File: src/rtl/sr_link_pkg.sv
package sr_link_pkg;

    localparam int unsigned BYTE_W = 8;
    localparam logic [BYTE_W-1:0] FILL_BYTE = '1;

    typedef enum logic [1:0] {
        FR_WAIT   = 2'd0,
        FR_DATA   = 2'd1,
        FR_PARITY = 2'd2
    } frame_st_e;

    typedef struct packed {
        logic              valid;
        logic [BYTE_W-1:0] data;
        logic              flag;
    } cpu_rsp_t;

    function automatic logic [BYTE_W-1:0] shift_in(input logic [BYTE_W-1:0] r,
                                                    input logic b);
        return {r[BYTE_W-2:0], b};
    endfunction

endpackage

File: src/rtl/sr_line_sync.sv
module sr_line_sync #(
    parameter int unsigned LINES  = 2,
    parameter int unsigned STAGES = 2
) (
    input  logic             clk,
    input  logic             rst,
    input  logic [LINES-1:0] raw_i,
    output logic [LINES-1:0] lvl_o
);
    for (genvar g = 0; g < LINES; g++) begin : g_line
        logic [STAGES-1:0] chain_q;
        always_ff @(posedge clk) begin
            if (rst) chain_q <= '1;
            else     chain_q <= {chain_q[STAGES-2:0], raw_i[g]};
        end
        assign lvl_o[g] = chain_q[STAGES-1];
    end
endmodule

File: src/rtl/sr_fall_detect.sv
module sr_fall_detect (
    input  logic clk,
    input  logic rst,
    input  logic lvl_i,
    output logic fall_o
);
    logic prev_q;
    always_ff @(posedge clk) begin
        if (rst) prev_q <= 1'b1;
        else     prev_q <= lvl_i;
    end
    assign fall_o = prev_q & ~lvl_i;
endmodule

File: src/rtl/sr_byte_fifo.sv
module sr_byte_fifo #(
    parameter int unsigned DEPTH = 255,
    parameter int unsigned W     = 8
) (
    input  logic         clk,
    input  logic         rst,
    input  logic         push_i,
    input  logic [W-1:0] din_i,
    input  logic         pop_i,
    output logic [W-1:0] head_o,
    output logic         empty_o,
    output logic         full_o
);
    localparam int unsigned PTR_W = (DEPTH > 1) ? $clog2(DEPTH) : 1;
    localparam int unsigned CNT_W = $clog2(DEPTH + 1);
    localparam logic [PTR_W-1:0] LAST_IDX = PTR_W'(DEPTH - 1);
    localparam logic [CNT_W-1:0] CAP      = CNT_W'(DEPTH);

    logic [W-1:0]     mem_q [DEPTH];
    logic [PTR_W-1:0] wr_ptr_q, rd_ptr_q;
    logic [CNT_W-1:0] count_q;
    logic             do_push, do_pop;

    function automatic logic [PTR_W-1:0] bump(input logic [PTR_W-1:0] p);
        return (p == LAST_IDX) ? '0 : p + 1'b1;
    endfunction

    assign empty_o = (count_q == '0);
    assign full_o  = (count_q == CAP);
    assign do_push = push_i & ~full_o;
    assign do_pop  = pop_i & ~empty_o;
    assign head_o  = mem_q[rd_ptr_q];

    always_ff @(posedge clk) begin
        if (do_push) mem_q[wr_ptr_q] <= din_i;
    end

    always_ff @(posedge clk) begin
        if (rst) begin
            wr_ptr_q <= '0;
            rd_ptr_q <= '0;
            count_q  <= '0;
        end else begin
            if (do_push) wr_ptr_q <= bump(wr_ptr_q);
            if (do_pop)  rd_ptr_q <= bump(rd_ptr_q);
            case ({do_push, do_pop})
                2'b10:   count_q <= count_q + 1'b1;
                2'b01:   count_q <= count_q - 1'b1;
                default: count_q <= count_q;
            endcase
        end
    end

    AST_NO_OVERFLOW: assert property (@(posedge clk) disable iff (rst)
        (full_o && push_i && !pop_i) |=> ($stable(count_q) && $stable(wr_ptr_q)));

endmodule

File: src/rtl/sr_frame_fsm.sv
module sr_frame_fsm
    import sr_link_pkg::*;
(
    input  logic              clk,
    input  logic              rst,
    input  logic              fall_i,
    input  logic              dat_i,
    input  logic              tx_empty_i,
    input  logic [BYTE_W-1:0] tx_head_i,
    output logic              rx_push_o,
    output logic [BYTE_W-1:0] rx_byte_o,
    output logic              tx_pop_o,
    output logic              tx_o
);
    localparam int unsigned CNT_W = $clog2(BYTE_W);
    localparam logic [CNT_W-1:0] LAST_BIT = CNT_W'(BYTE_W - 1);

    frame_st_e         st_q;
    logic [CNT_W-1:0]  bit_q;
    logic [BYTE_W-1:0] rx_sh_q;
    logic [BYTE_W-1:0] tx_sh_q;
    logic              taken_q;
    logic              tx_q;

    always_ff @(posedge clk) begin
        if (rst) begin
            st_q    <= FR_WAIT;
            bit_q   <= '0;
            rx_sh_q <= '0;
            tx_sh_q <= FILL_BYTE;
            taken_q <= 1'b0;
            tx_q    <= 1'b1;
        end else if (fall_i) begin
            unique case (st_q)
                FR_WAIT: begin
                    if (!dat_i) begin
                        st_q    <= FR_DATA;
                        bit_q   <= '0;
                        taken_q <= ~tx_empty_i;
                        tx_sh_q <= tx_empty_i ? FILL_BYTE : tx_head_i;
                    end
                end
                FR_DATA: begin
                    rx_sh_q <= shift_in(rx_sh_q, dat_i);
                    tx_q    <= tx_sh_q[BYTE_W-1];
                    tx_sh_q <= shift_in(tx_sh_q, 1'b1);
                    bit_q   <= bit_q + 1'b1;
                    if (bit_q == LAST_BIT) st_q <= FR_PARITY;
                end
                FR_PARITY: begin
                    st_q <= FR_WAIT;
                end
                default: st_q <= FR_WAIT;
            endcase
        end
    end

    assign rx_push_o = fall_i && (st_q == FR_PARITY);
    assign rx_byte_o = rx_sh_q;
    assign tx_pop_o  = rx_push_o && taken_q;
    assign tx_o      = tx_q;

    AST_START_NEEDS_LOW: assert property (@(posedge clk) disable iff (rst)
        (st_q == FR_WAIT && !(fall_i && !dat_i)) |=> (st_q == FR_WAIT));

    AST_TX_MOVES_ON_FALL: assert property (@(posedge clk) disable iff (rst)
        !$stable(tx_q) |-> $past(fall_i));

    AST_POP_ONLY_FILLED: assert property (@(posedge clk) disable iff (rst)
        tx_pop_o |-> !tx_empty_i);

endmodule

File: src/rtl/sr_link_engine.sv
module sr_link_engine
    import sr_link_pkg::*;
#(
    parameter int unsigned FIFO_DEPTH  = 255,
    parameter int unsigned SYNC_STAGES = 2
) (
    input  logic              clk,
    input  logic              rst,
    input  logic              ser_clk_i,
    input  logic              ser_dat_i,
    output logic              ser_tx_o,
    input  logic              rd_req_i,
    output logic              rd_valid_o,
    output logic [BYTE_W-1:0] rd_data_o,
    output logic              rd_none_o,
    input  logic              wr_req_i,
    input  logic [BYTE_W-1:0] wr_data_i,
    output logic              wr_valid_o,
    output logic [BYTE_W-1:0] wr_ret_o,
    output logic              wr_full_o
);
    localparam int unsigned N_LINES = 2;

    logic [N_LINES-1:0] lvl;
    logic               sclk_fall;
    logic               rx_push, rx_empty, rx_full;
    logic [BYTE_W-1:0]  rx_byte, rx_head;
    logic               tx_pop, tx_empty, tx_full;
    logic [BYTE_W-1:0]  tx_head;
    cpu_rsp_t           rd_rsp_q, wr_rsp_q;

    sr_line_sync #(.LINES(N_LINES), .STAGES(SYNC_STAGES)) u_sync (
        .clk   (clk),
        .rst   (rst),
        .raw_i ({ser_dat_i, ser_clk_i}),
        .lvl_o (lvl)
    );

    sr_fall_detect u_fall (
        .clk    (clk),
        .rst    (rst),
        .lvl_i  (lvl[0]),
        .fall_o (sclk_fall)
    );

    sr_frame_fsm u_frame (
        .clk        (clk),
        .rst        (rst),
        .fall_i     (sclk_fall),
        .dat_i      (lvl[1]),
        .tx_empty_i (tx_empty),
        .tx_head_i  (tx_head),
        .rx_push_o  (rx_push),
        .rx_byte_o  (rx_byte),
        .tx_pop_o   (tx_pop),
        .tx_o       (ser_tx_o)
    );

    sr_byte_fifo #(.DEPTH(FIFO_DEPTH), .W(BYTE_W)) u_rx_fifo (
        .clk     (clk),
        .rst     (rst),
        .push_i  (rx_push),
        .din_i   (rx_byte),
        .pop_i   (rd_req_i),
        .head_o  (rx_head),
        .empty_o (rx_empty),
        .full_o  (rx_full)
    );

    sr_byte_fifo #(.DEPTH(FIFO_DEPTH), .W(BYTE_W)) u_tx_fifo (
        .clk     (clk),
        .rst     (rst),
        .push_i  (wr_req_i),
        .din_i   (wr_data_i),
        .pop_i   (tx_pop),
        .head_o  (tx_head),
        .empty_o (tx_empty),
        .full_o  (tx_full)
    );

    always_ff @(posedge clk) begin
        if (rst) begin
            rd_rsp_q <= '0;
            wr_rsp_q <= '0;
        end else begin
            rd_rsp_q.valid <= rd_req_i;
            rd_rsp_q.data  <= rx_empty ? '0 : rx_head;
            rd_rsp_q.flag  <= rx_empty;
            wr_rsp_q.valid <= wr_req_i;
            wr_rsp_q.data  <= tx_full ? '0 : wr_data_i;
            wr_rsp_q.flag  <= tx_full;
        end
    end

    assign rd_valid_o = rd_rsp_q.valid;
    assign rd_data_o  = rd_rsp_q.data;
    assign rd_none_o  = rd_rsp_q.flag;
    assign wr_valid_o = wr_rsp_q.valid;
    assign wr_ret_o   = wr_rsp_q.data;
    assign wr_full_o  = wr_rsp_q.flag;

    AST_RD_EMPTY_ZERO: assert property (@(posedge clk) disable iff (rst)
        (rd_req_i && rx_empty) |=> (rd_none_o && rd_data_o == '0));

    AST_WR_FULL_FLAG: assert property (@(posedge clk) disable iff (rst)
        (wr_req_i && tx_full) |=> (wr_full_o && wr_ret_o == '0));

    AST_RX_STAYS_FULL: assert property (@(posedge clk) disable iff (rst)
        (rx_full && rx_push && !rd_req_i) |=> rx_full);

endmodule

File: config.mk
export PLATFORM = sky130hd
export DESIGN_NAME = sr_link_engine
export DESIGN_NICKNAME = d
export VERILOG_FILES = /design/src/rtl/sr_link_pkg.sv /design/src/rtl/sr_line_sync.sv /design/src/rtl/sr_fall_detect.sv /design/src/rtl/sr_byte_fifo.sv /design/src/rtl/sr_frame_fsm.sv /design/src/rtl/sr_link_engine.sv
export SDC_FILE = /design/constraint.sdc
export NUM_CORES = 2
export LEC_CHECK = 0
export ABC_AREA = 1
export BUFFER_PORTS_ARGS = -buffer_cell sky130_fd_sc_hd__buf_2
export CORE_UTILIZATION = 49
export CTS_CLUSTER_SIZE = 24
export DETAILED_ROUTE_END_ITERATION = 8
export MAX_ROUTING_LAYER = met4
export SYNTH_ARGS = -nofsm -noshare
export SYNTH_HDL_FRONTEND = slang
export SYNTH_HIERARCHICAL = 1
export SYNTH_SLANG_ARGS = --single-unit
File: constraint.sdc
create_clock -name clk -period 5.1 [get_ports clk]
set_input_delay 0.765 -clock clk [delete_from_list [all_inputs] [get_ports clk]]
set_output_delay 0.765 -clock clk [all_outputs]
set_load 0.01 [all_outputs]
==> key figures <==
Placed design
  • HPWL after DPL: 260000 µm
  • Routability cong.: between 0.9 and 1
  • Area post-placement: 175000 µm²
  • # port buffers: 34
  • Placed Instances: ~18000
  • DP Worst Slack: approximately 1.1 ns

Clocking
  • Inserted Clock Buffers: 420
  • Clk sinks: around 4200
  • Clock Path Buffers: 4
  • Setup Buffers After CTS: 0
  • Worst skew pair latency: approximately 0.98 ns
  • H-tree Lvls: 5
  • Clk root buf: clkbuf_16
  • CTS tree: yes
  • Clk slew on worst S/H paths: approximately 0.060 ns

Floorplan
  • Initial Util: 0.493
  • Die ar.: between 300000 and 400000 µm²
  • # rows: around 220
  • Die width: between 500 and 600 µm
  • IO Count: 35
  • Core area: around 350000 µm²
  • Die Y-Extent: 592 µm

Flow run
  • Max-cap violations: 0

Detailed routing
  • # DRC: 0
  • Final WL: 466000 µm
  • Vias per cell: roughly 5.8
  • Number of DRC markers in iteration 0: 13800
  • DR vias: 111000
  • Antenna Violating Nets Remaining: 0
  • Drt pass-1 iters: 6
  • Avg WL per Cell: between 20 and 25 µm

STA
  • FMAX: 247 MHz
  • Tmin final: between 4 and 5 ns
  • RSZ-0062 raised after global routing: no
  • WHS: roughly 0.12 ns
  • Hold Fails Final Rpt: 0
  • Endpoints failing setup: 0
  • Final worst slack: ~1.0 ns
  • Fin Setup TNS: 0 ns
  • Tcrit/Tclk final: 0.795
  • Skew final: around 0.054 ns
  • Slew @ Worst Pin: between 1 and 1.5 ns
  • Max Slew Vio Count: 0
  • Relative slew slack: 0.173

Setup path
  • Worst setup SP type: register
  • Crit Reg-Reg Endpoint: u_rx_fifo/mem_q[182][4]
  • WS Path Type: reg2reg
  • Critical Path Fanout Max: 16
  • FF-to-FF path depth: 8
  • CP required: between 5 and 6 ns
  • Setup slack, reg-to-reg: between 1 and 1.5 ns
  • RR Startpoint: u_fall/prev_q
  • CP Capture Type: register
  • CP arrival: ~4.6 ns

Power
  • PD cells: about 400 nW/µm²
  • Total power: between 70 and 80 mW
  • Peak VDD IR: ~310 µV
  • Cell leakage power: ~65 nW

Global routing
  • Total gr overflow: 0
  • Gr usage total: 0.270
  • Pin count of the biggest net entering global routing: about 240
  • Global-route wire length before repair: between 600000 and 700000 µm
  • Initial antenna violation count: 15
  • Vias in the first global route: a little over 100k

Run status
  • Status: completed

Synthesis
  • Ys Warns: 6
  • Syn Inst Count: around 15000
  • Synthesized area per cell: roughly 12 µm²
  • Post-synthesis cell area: 171000 µm²
  • Syn_nets: between 10000 and 15000

Final layout
  • Post-route cell area: ~190000 µm²
  • Final net count: 14300
  • Fraction of layout cells with a size suffix above 1: 0.0634
  • Fill count: ~29000
  • Area Overhead vs Synth: 10.1%
  • Fin util: 0.543
  • Post-Layout Cell Count: approximately 19000

Hold path
  • HP Start: rst
  • Hold Crit Class: in2reg
  • Worst Hold End: rd_valid_o
  • Hold Path Stages: 2
## worst max path at each step
stage / from / end / slack [ns] / cells past startpoint
2_1_floorplan: u_frame/rx_byte_o[0] / u_rx_fifo/mem_q[0][0] / 0.83 / 0
3_3_place_gp: u_fall/prev_q / u_rx_fifo/mem_q[166][2] / 1.08 / 8
3_5_place_dp: u_fall/prev_q / u_rx_fifo/mem_q[166][2] / 1.09 / 8
4_1_cts: u_fall/prev_q / u_rx_fifo/mem_q[166][1] / 1.06 / 8
5_1_grt: u_fall/prev_q / u_rx_fifo/mem_q[182][4] / 0.92 / 8
6_report: u_fall/prev_q / u_rx_fifo/mem_q[182][4] / 1.05 / 8
## area by class of cell
type | instances | area [µm²] | area share
diodes | 6 | 15.0 | 0.0000799
flip-flops and latches | 4192 | 125000 | 0.665
clock inverters | 232 | 2010 | 0.0107
inverters | 150 | 656 | 0.00349
well taps | 4578 | 5730 | 0.0305
repair buffers | 265 | 2780 | 0.0148
multi-input cells | 9209 | 40600 | 0.216
clock buffers | 542 | 11200 | 0.0598
## timing repair
item                      CTS  global route
hold buffers                4             0
hold endpoints to repair    4             0
resized for setup           0             0
## worst max-delay path, cell delays in order (launching register included)
cell	delay [ns]
dfxtp_1	0.32
inv_1	0.04
nor2_1	0.43
inv_1	0.11
nor3_2	0.27
nand2_4	0.19
inv_2	0.37
nand4_4	0.86
nor2_1	1.00
## layer usage
metal	part of all wire	track usage	up-vias
met4	0.027	0.0707	0
met5	0	-	-
met1	0.44	0.397	54900
met2	0.45	0.391	4704
met3	0.089	0.0436	641
li1	-	-	50900
## report_power, final
group | internal [mW] | leakage [nW] | switching, mW | total [mW]
clock network | 17.0 | 6.46 | 13.0 | 29.9
logic | 1.98 | 20.4 | 5.55 | 7.54
registers | 37.6 | 38.2 | 0.120 | 37.7
total | 56.5 | 65.0 | 18.6 | 75.1
## cell usage in the layout (no fill, tap or decap), types with 24 or more instances in the layout
master and count:
nand2_1 4310, edfxtp_1 4080, nand3_1 4041, nor2_1 621, clkbuf_16 425, buf_4 164, inv_1 128, clkinv_1 108
clkbuf_1 102, dfxtp_1 92, clkinv_2 68, buf_12 63, a21oi_1 43, bufinv_16 29, buf_2 26, o21ai_0 24
## flip-flops by register name (all words and copies together), names as in the netlist, 2 cells and up, named ones only
name,cells
u_rx_fifo/mem_q,2040
u_tx_fifo/mem_q,2040
rd_data_o,8
u_frame/rx_byte_o,8
u_frame/tx_sh_q,8
u_rx_fifo/count_q,8
u_rx_fifo/rd_ptr_q,8
u_rx_fifo/wr_ptr_q,8
u_tx_fifo/count_q,8
u_tx_fifo/rd_ptr_q,8
u_tx_fifo/wr_ptr_q,8
wr_ret_o,8
u_sync/g_line.chain_q,4
u_frame/bit_q,3
u_frame/st_q,2
(Power assumes the default switching activity.)
